==> src/rtl/trcfg_pkg.sv <==
package trcfg_pkg;

   // Offsets whose positions are fixed by software that decodes them
   localparam logic [11:0] OFF_SUPP    = 12'h000;
   localparam logic [11:0] OFF_CUR     = 12'h004;
   localparam logic [11:0] OFF_PRESC   = 12'h010;
   localparam logic [11:0] OFF_PROTO   = 12'h0F0;
   localparam logic [11:0] OFF_FSTAT   = 12'h300;
   localparam logic [11:0] OFF_FCTL    = 12'h304;
   localparam logic [11:0] OFF_SYNC    = 12'h308;
   localparam logic [11:0] OFF_CLMASK  = 12'hFA0;
   localparam logic [11:0] OFF_CLTAG   = 12'hFA4;
   localparam logic [11:0] OFF_DEVID   = 12'hFC8;

   localparam logic [1:0]  PROTO_PAR   = 2'd0;
   localparam logic [1:0]  PROTO_MANCH = 2'd1;
   localparam logic [1:0]  PROTO_NRZ   = 2'd2;

   localparam int          FCTL_TRIG_BIT = 8;
   localparam int          FCTL_CONT_BIT = 1;
   localparam logic [15:0] FCTL_FORCED   = 16'h0102;
   localparam logic [3:0]  FSTAT_VAL     = 4'h8;

   typedef struct packed {
      logic supp;
      logic cur;
      logic presc;
      logic proto;
      logic fstat;
      logic fctl;
      logic sync;
      logic clmask;
      logic cltag;
      logic devid;
   } sel_t;

endpackage

==> src/rtl/trcfg_decode.sv <==
module trcfg_decode
   import trcfg_pkg::*;
#(
   parameter int ADDR_W = 12
) (
   input  logic [ADDR_W-1:0] addr_i,
   output sel_t              sel_o,
   output logic              hit_o
);

   always_comb begin
      sel_o.supp   = (addr_i == ADDR_W'(OFF_SUPP));
      sel_o.cur    = (addr_i == ADDR_W'(OFF_CUR));
      sel_o.presc  = (addr_i == ADDR_W'(OFF_PRESC));
      sel_o.proto  = (addr_i == ADDR_W'(OFF_PROTO));
      sel_o.fstat  = (addr_i == ADDR_W'(OFF_FSTAT));
      sel_o.fctl   = (addr_i == ADDR_W'(OFF_FCTL));
      sel_o.sync   = (addr_i == ADDR_W'(OFF_SYNC));
      sel_o.clmask = (addr_i == ADDR_W'(OFF_CLMASK));
      sel_o.cltag  = (addr_i == ADDR_W'(OFF_CLTAG));
      sel_o.devid  = (addr_i == ADDR_W'(OFF_DEVID));
   end

   assign hit_o = |sel_o;

   always_comb begin
      assert ($onehot0(sel_o))
         else $error("assert_decode_onehot_R10: more than one offset selected");
   end

endmodule

==> src/rtl/trcfg_ctrl.sv <==
module trcfg_ctrl
   import trcfg_pkg::*;
#(
   parameter int         DATA_W    = 32,
   parameter int         PRESC_W   = 13,
   parameter logic [3:0] SUPP_MASK = 4'hB
) (
   input  logic               clk_i,
   input  logic               rst_ni,
   input  logic               wr_cur_i,
   input  logic               wr_presc_i,
   input  logic               wr_proto_i,
   input  logic               wr_fctl_i,
   input  logic [DATA_W-1:0]  wr_data_i,
   output logic [3:0]         port_q_o,
   output logic [PRESC_W-1:0] presc_q_o,
   output logic [1:0]         proto_q_o,
   output logic               trig_q_o,
   output logic               cont_q_o
);

   logic unused_wdata;
   assign unused_wdata = ^wr_data_i;

   // Only widths marked supported own a storage bit
   for (genvar i = 0; i < 4; i++) begin : g_port
      if (SUPP_MASK[i]) begin : g_impl
         always_ff @(posedge clk_i or negedge rst_ni) begin
            if (!rst_ni)       port_q_o[i] <= (i == 0);
            else if (wr_cur_i) port_q_o[i] <= wr_data_i[i];
         end
      end else begin : g_tie
         assign port_q_o[i] = 1'b0;
      end
   end

   always_ff @(posedge clk_i or negedge rst_ni) begin
      if (!rst_ni) begin
         presc_q_o <= '0;
         proto_q_o <= PROTO_MANCH;
         trig_q_o  <= 1'b1;
         cont_q_o  <= 1'b1;
      end else begin
         if (wr_presc_i) presc_q_o <= wr_data_i[PRESC_W-1:0];
         if (wr_proto_i) proto_q_o <= wr_data_i[1:0];
         if (wr_fctl_i) begin
            trig_q_o <= wr_data_i[FCTL_TRIG_BIT];
            cont_q_o <= wr_data_i[FCTL_CONT_BIT];
         end
      end
   end

   assert_port_hold_R10: assert property (@(posedge clk_i) disable iff (!rst_ni)
      !wr_cur_i |=> $stable(port_q_o));

   assert_port_supported_R3: assert property (@(posedge clk_i) disable iff (!rst_ni)
      wr_cur_i |=> port_q_o == ($past(wr_data_i[3:0]) & SUPP_MASK));

   assert_fctl_hold_R7: assert property (@(posedge clk_i) disable iff (!rst_ni)
      !wr_fctl_i |=> $stable(trig_q_o) && $stable(cont_q_o));

   assert_proto_hold_R10: assert property (@(posedge clk_i) disable iff (!rst_ni)
      !wr_proto_i |=> $stable(proto_q_o));

endmodule

==> src/rtl/trcfg_claim.sv <==
module trcfg_claim #(
   parameter int DATA_W     = 32,
   parameter int CLAIM_BITS = 4
) (
   input  logic                  clk_i,
   input  logic                  rst_ni,
   input  logic                  set_i,
   input  logic                  clr_i,
   input  logic [DATA_W-1:0]     wr_data_i,
   output logic [CLAIM_BITS-1:0] tag_o
);

   logic unused_wdata;
   assign unused_wdata = ^wr_data_i;

   for (genvar i = 0; i < CLAIM_BITS; i++) begin : g_bit
      always_ff @(posedge clk_i or negedge rst_ni) begin
         if (!rst_ni)                         tag_o[i] <= 1'b0;
         else if (set_i && wr_data_i[i])      tag_o[i] <= 1'b1;
         else if (clr_i && wr_data_i[i])      tag_o[i] <= 1'b0;
      end
   end

   assert_claim_set_R8: assert property (@(posedge clk_i) disable iff (!rst_ni)
      set_i |=> (tag_o & $past(wr_data_i[CLAIM_BITS-1:0])) == $past(wr_data_i[CLAIM_BITS-1:0]));

   assert_claim_clr_R9: assert property (@(posedge clk_i) disable iff (!rst_ni)
      clr_i && !set_i |=> (tag_o & $past(wr_data_i[CLAIM_BITS-1:0])) == '0);

   assert_claim_hold_R10: assert property (@(posedge clk_i) disable iff (!rst_ni)
      !set_i && !clr_i |=> $stable(tag_o));

endmodule

==> src/rtl/trcfg_regfile.sv <==
module trcfg_regfile
   import trcfg_pkg::*;
#(
   parameter int          ADDR_W     = 12,
   parameter int          DATA_W     = 32,
   parameter int          PRESC_W    = 13,
   parameter int          CLAIM_BITS = 4,
   parameter logic [3:0]  SUPP_MASK  = 4'hB,
   parameter logic [31:0] DEV_ID     = 32'h0000_0CA0
) (
   input  logic               clk,
   input  logic               rst_n,
   input  logic [ADDR_W-1:0]  addr,
   input  logic               wr_en,
   input  logic [DATA_W-1:0]  wr_data,
   input  logic               rd_en,
   output logic [DATA_W-1:0]  rd_data,
   output logic [3:0]         port_size_o,
   output logic [PRESC_W-1:0] prescale_o,
   output logic [1:0]         protocol_o,
   output logic               cont_fmt_o,
   output logic               trig_insert_o
);

   localparam logic [DATA_W-1:0] FORCED_W = DATA_W'(FCTL_FORCED);
   localparam logic [DATA_W-1:0] DEVID_W  = DATA_W'(DEV_ID);

   if (ADDR_W < 12) begin : g_chk_addr
      $error("ADDR_W must cover offset 0xFC8");
   end
   if (DATA_W < 16) begin : g_chk_data
      $error("DATA_W must hold the device identifier and bit 8");
   end
   if (PRESC_W < 1 || PRESC_W > DATA_W) begin : g_chk_presc
      $error("PRESC_W out of range");
   end
   if (CLAIM_BITS < 1 || CLAIM_BITS > DATA_W) begin : g_chk_claim
      $error("CLAIM_BITS out of range");
   end
   if (!SUPP_MASK[0]) begin : g_chk_supp
      $error("reset width 1 must be supported");
   end

   sel_t sel;
   logic hit;

   trcfg_decode #(.ADDR_W(ADDR_W)) u_decode (
      .addr_i (addr),
      .sel_o  (sel),
      .hit_o  (hit)
   );

   logic [3:0]            port_q;
   logic [PRESC_W-1:0]    presc_q;
   logic [1:0]            proto_q;
   logic                  trig_q;
   logic                  cont_q;
   logic [CLAIM_BITS-1:0] tag_q;

   trcfg_ctrl #(
      .DATA_W    (DATA_W),
      .PRESC_W   (PRESC_W),
      .SUPP_MASK (SUPP_MASK)
   ) u_ctrl (
      .clk_i      (clk),
      .rst_ni     (rst_n),
      .wr_cur_i   (wr_en && sel.cur),
      .wr_presc_i (wr_en && sel.presc),
      .wr_proto_i (wr_en && sel.proto),
      .wr_fctl_i  (wr_en && sel.fctl),
      .wr_data_i  (wr_data),
      .port_q_o   (port_q),
      .presc_q_o  (presc_q),
      .proto_q_o  (proto_q),
      .trig_q_o   (trig_q),
      .cont_q_o   (cont_q)
   );

   trcfg_claim #(
      .DATA_W     (DATA_W),
      .CLAIM_BITS (CLAIM_BITS)
   ) u_claim (
      .clk_i     (clk),
      .rst_ni    (rst_n),
      .set_i     (wr_en && sel.clmask),
      .clr_i     (wr_en && sel.cltag),
      .wr_data_i (wr_data),
      .tag_o     (tag_q)
   );

   logic par_mode;
   assign par_mode = (proto_q == PROTO_PAR);

   assign port_size_o   = port_q;
   assign prescale_o    = presc_q;
   assign protocol_o    = proto_q;
   assign cont_fmt_o    = par_mode | cont_q;
   assign trig_insert_o = par_mode | trig_q;

   logic [DATA_W-1:0] rd_val;

   always_comb begin
      rd_val = '0;
      if (sel.supp)   rd_val[3:0] = SUPP_MASK;
      if (sel.cur)    rd_val[3:0] = port_q;
      if (sel.presc)  rd_val[PRESC_W-1:0] = presc_q;
      if (sel.proto)  rd_val[1:0] = proto_q;
      if (sel.fstat)  rd_val[3:0] = FSTAT_VAL;
      if (sel.fctl) begin
         if (par_mode) begin
            rd_val = FORCED_W;
         end else begin
            rd_val[FCTL_TRIG_BIT] = trig_q;
            rd_val[FCTL_CONT_BIT] = cont_q;
         end
      end
      if (sel.clmask) rd_val[CLAIM_BITS-1:0] = '1;
      if (sel.cltag)  rd_val[CLAIM_BITS-1:0] = tag_q;
      if (sel.devid)  rd_val = DEVID_W;
   end

   always_ff @(posedge clk or negedge rst_n) begin
      if (!rst_n)     rd_data <= '0;
      else if (rd_en) rd_data <= rd_val;
      else            rd_data <= '0;
   end

   assert_override_read_R7: assert property (@(posedge clk) disable iff (!rst_n)
      rd_en && sel.fctl && protocol_o == PROTO_PAR |=> rd_data == FORCED_W);

   assert_override_out_R7: assert property (@(posedge clk) disable iff (!rst_n)
      protocol_o == PROTO_PAR |-> cont_fmt_o && trig_insert_o);

   assert_unmapped_zero_R10: assert property (@(posedge clk) disable iff (!rst_n)
      rd_en && !hit |=> rd_data == '0);

   assert_idle_zero_R11: assert property (@(posedge clk) disable iff (!rst_n)
      !rd_en |=> rd_data == '0);

   assert_devid_R2: assert property (@(posedge clk) disable iff (!rst_n)
      rd_en && sel.devid |=> rd_data == DEVID_W);

endmodule

==> config.mk <==
export PLATFORM = sky130hd
export DESIGN_NAME = trcfg_regfile
export DESIGN_NICKNAME = d
export VERILOG_FILES = /design/src/rtl/trcfg_pkg.sv /design/src/rtl/trcfg_decode.sv /design/src/rtl/trcfg_ctrl.sv /design/src/rtl/trcfg_claim.sv /design/src/rtl/trcfg_regfile.sv
export SDC_FILE = /design/constraint.sdc
export NUM_CORES = 1
export LEC_CHECK = 0
export BUFFER_PORTS_ARGS = -buffer_cell sky130_fd_sc_hd__buf_2
export CORE_MARGIN = 4
export CORE_UTILIZATION = 41
export DETAILED_ROUTE_END_ITERATION = 6
export GPL_TIMING_DRIVEN = 0
export PLACE_DENSITY = 0.75
export SLEW_MARGIN = 5
export SYNTH_ARGS = -nofsm -noshare
export SYNTH_HDL_FRONTEND = slang
export SYNTH_HIERARCHICAL = 1
export SYNTH_SLANG_ARGS = --single-unit
export TNS_END_PERCENT = 100
==> constraint.sdc <==
create_clock -name clk -period 1.7 [get_ports clk]
set_clock_uncertainty 0.15 [all_clocks]
set_input_delay 0.17 -clock clk [delete_from_list [all_inputs] [get_ports clk]]
set_output_delay 0.17 -clock clk [all_outputs]
set_load 0.1 [all_outputs]
==> results by group <==
STA
  • RSZ-0062 raised after global routing: true
  • Max Slew Vio Count: 0
  • Post-route setup slack: -163 ps
  • Fmax achieved: 537 MHz
  • Worst slew margin: 0.479
  • Hold Fails Final Rpt: 0
  • Period utilisation layout: 1.10
  • Measured slew at the worst slew-check pin: 782 ps
  • Tmin final: 1860 ps
  • Hold_ws: 17.5 ps
  • Setup-failing EPs final: 23

Critical path
  • Crit path from: addr[4]
  • Crit path DAT: 1900 ps
  • Reg2reg path depth: 4
  • Buf/Inv on CP: 1
  • Crit-path cells: buf_8 -> or4_4 -> nor2_1 -> nor2b_4 -> a2111oi_0 -> or4_1 -> a311oi_2
  • Worst setup SP type: input pin
  • Req. time, crit path: 1740 ps
  • Stages on worst setup path: 7
  • Worst r2r src: u_ctrl/proto_q_o[0]$_DFFE_PN1P_
  • Largest stage delay on the critical path: 560 ps
  • Worst-path maximum fanout: 3
  • Top delay family on crit path: simple AND/OR/NAND/NOR gates
  • Crit-path slowest cell: or4_4
  • Crit Path Class: input pin to register
  • Worst Setup End Kind: register

Global route
  • Initial antenna violation count: 0
  • First-pass GRT wire length: 7.96 mm
  • Vias in the first global route: 1625
  • Largest net degree at the start of global routing: 38
  • Grt ovf: 0
  • Gr usage total: 0.164

Power
  • Worst vdd ir: 395 uV
  • Internal power contribution: 1.32 mW
  • Sw power: 0.575 mW
  • Power share of the clock group: 0.327
  • Sw Share: 0.304
  • Logic pwr share: 0.205
  • Sequential share of power: 0.468
  • Power, Total: 1.89 mW
  • Pwr/cell area: 626 nW/um^2
  • Leakage: 1.53 nW

CTS
  • CTS tree: built
  • Clk pin slew, worst setup/hold paths: 70 ps
  • Clk_lat worst skew: 280 ps
  • Cts bufs inserted: 5
  • CTS Sinks: 37
  • H-tree levels: 2
  • Root buffer cell: clkbuf_8
  • Clock buffer depth: 2

Placement
  • Port Buffers: 61
  • Setup WS pre-CTS: -732 ps
  • Gpl congestion: 0.812
  • # placed instances: 304
  • Final HPWL DP: 3.28 mm

Routing
  • Detailed Route WL: 4.70 mm
  • WL per Instance: 13.9 microns
  • Drt first pass iters: 4
  • Drt via density: 4.75
  • Post-route ant nets: 0
  • Initial DRC Count: 103
  • Routed vias: 1604
  • Drc violations: 0

Worst hold path
  • Hold depth: 2
  • Worst Hold Class: input pin to register
  • Hold Crit Start: rd_en

Run status
  • Violated checks: negative setup slack
  • Status: finished, violations left

Floorplan
  • Die height: 77.2 microns
  • Initial Utilization: 0.435
  • Die Area: 5950 sq um
  • # rows: 24
  • Core Box Area: 4500 sq um
  • Ports: 101
  • Die W: 77.2 microns

Finish
  • Fraction of layout cells with a size suffix above 1: 0.577
  • Fill cells: 339
  • Layout Cells excl Fill: 338
  • Register area: 940 sq um
  • Fin nets: 333
  • Number of diodes: 0
  • Synth-to-layout area growth: 54.2%
  • Area of the multi-input gates: 1090 sq um
  • Final Util: 0.671

Synthesis
  • Synthesized area per cell: 11.3 sq um
  • Post-Syn Area: 1960 sq um
  • Yosys warning total: 6
  • Post-Synthesis Cells: 173

Run
  • Max-Cap Viols: 0
worst register-to-register path: stages, from the launching register on:
cell     delay (ps)
dfstp_4         660
inv_1            50
a221o_1         290
or4_1           420
a21oi_2         170
cell type report:
class / count / share of cell area
Tap cell: 52 / 0.0215
Sequential cell: 37 / 0.311
Inverter: 4 / 0.00496
Buffer: 22 / 0.0588
Timing Repair Buffer: 87 / 0.212
Multi-Input combinational cell: 128 / 0.362
Clock buffer: 8 / 0.0298
sequential cells by signal, summed over array words and instances, names as in the netlist:
signal            count
u_ctrl/trig_q_o       1
u_ctrl/port_q_o       3
u_ctrl/presc_q_o     13
u_ctrl/cont_q_o       1
rd_data              13
u_claim/tag_o         4
u_ctrl/proto_q_o      2
through the flow:
step	TNS (ps)	cell area (sq um)
floorplan	-3870	2130
finish	-1360	3020
global placement	-16180	2500
CTS	-1580	2930
detailed placement	-15770	2500
global route	-3330	3020
metal layers:
metal / GRT usage / up-vias / share of wire / wire (microns)
met2: 0.261 / 51 / 0.49 / 2330
met1: 0.229 / 752 / 0.45 / 2100
met5: 0 / - / 0 / 0
met3: 0.0328 / 5 / 0.052 / 243
li1: - / 796 / - / -
met4: 0.0445 / 0 / 0.0074 / 35
power by group through the flow:
stage	logic [mW]	clock network (mW)	registers [mW]
2_1_floorplan	0.256	0	0.916
5_1_grt	0.410	0.674	0.885
3_3_place_gp	0.346	0	0.902
3_5_place_dp	0.349	0	0.902
4_1_cts	0.384	0.636	0.885
6_report	0.389	0.619	0.886
final timing paths:
check                                                 end  slack (ps)
hold reg to reg              u_claim/tag_o[2]$_DFFE_PN0P_         360
hold / removal                      rd_data[10]$_DFF_PN0_          20
setup reg to reg                     rd_data[0]$_DFF_PN0_        -110
setup / recovery                     rd_data[1]$_DFF_PN0_        -160
max in group asynchronous  u_ctrl/port_q_o[1]$_DFFE_PN0P_         490
min in group asynchronous  u_ctrl/port_q_o[3]$_DFFE_PN0P_         350
layout by cell type (no fill, tap or decap), types with 5 or more instances in the layout:
| cell | instances |
|---|---|
| buf_2 | 51 |
| buf_4 | 35 |
| dfrtp_1 | 29 |
| conb_1 | 20 |
| mux2_4 | 13 |
| nand2_1 | 10 |
| dlygate4sd3_1 | 10 |
| and2_1 | 7 |
| mux2_2 | 7 |
| nor2b_1 | 6 |
| nor2_1 | 6 |
| clkbuf_8 | 6 |
| a21oi_2 | 5 |
| buf_6 | 5 |
| buf_12 | 5 |
repair_timing:
action	CTS	global route
setup buffers	10	6
gates cloned	1	0
setup endpoints to repair	29	36
pin swaps	9	7
hold endpoints to repair	43	0
resized for setup	35	19
hold buffers	10	0
No activity file was read; power rests on OpenSTA's default activity.
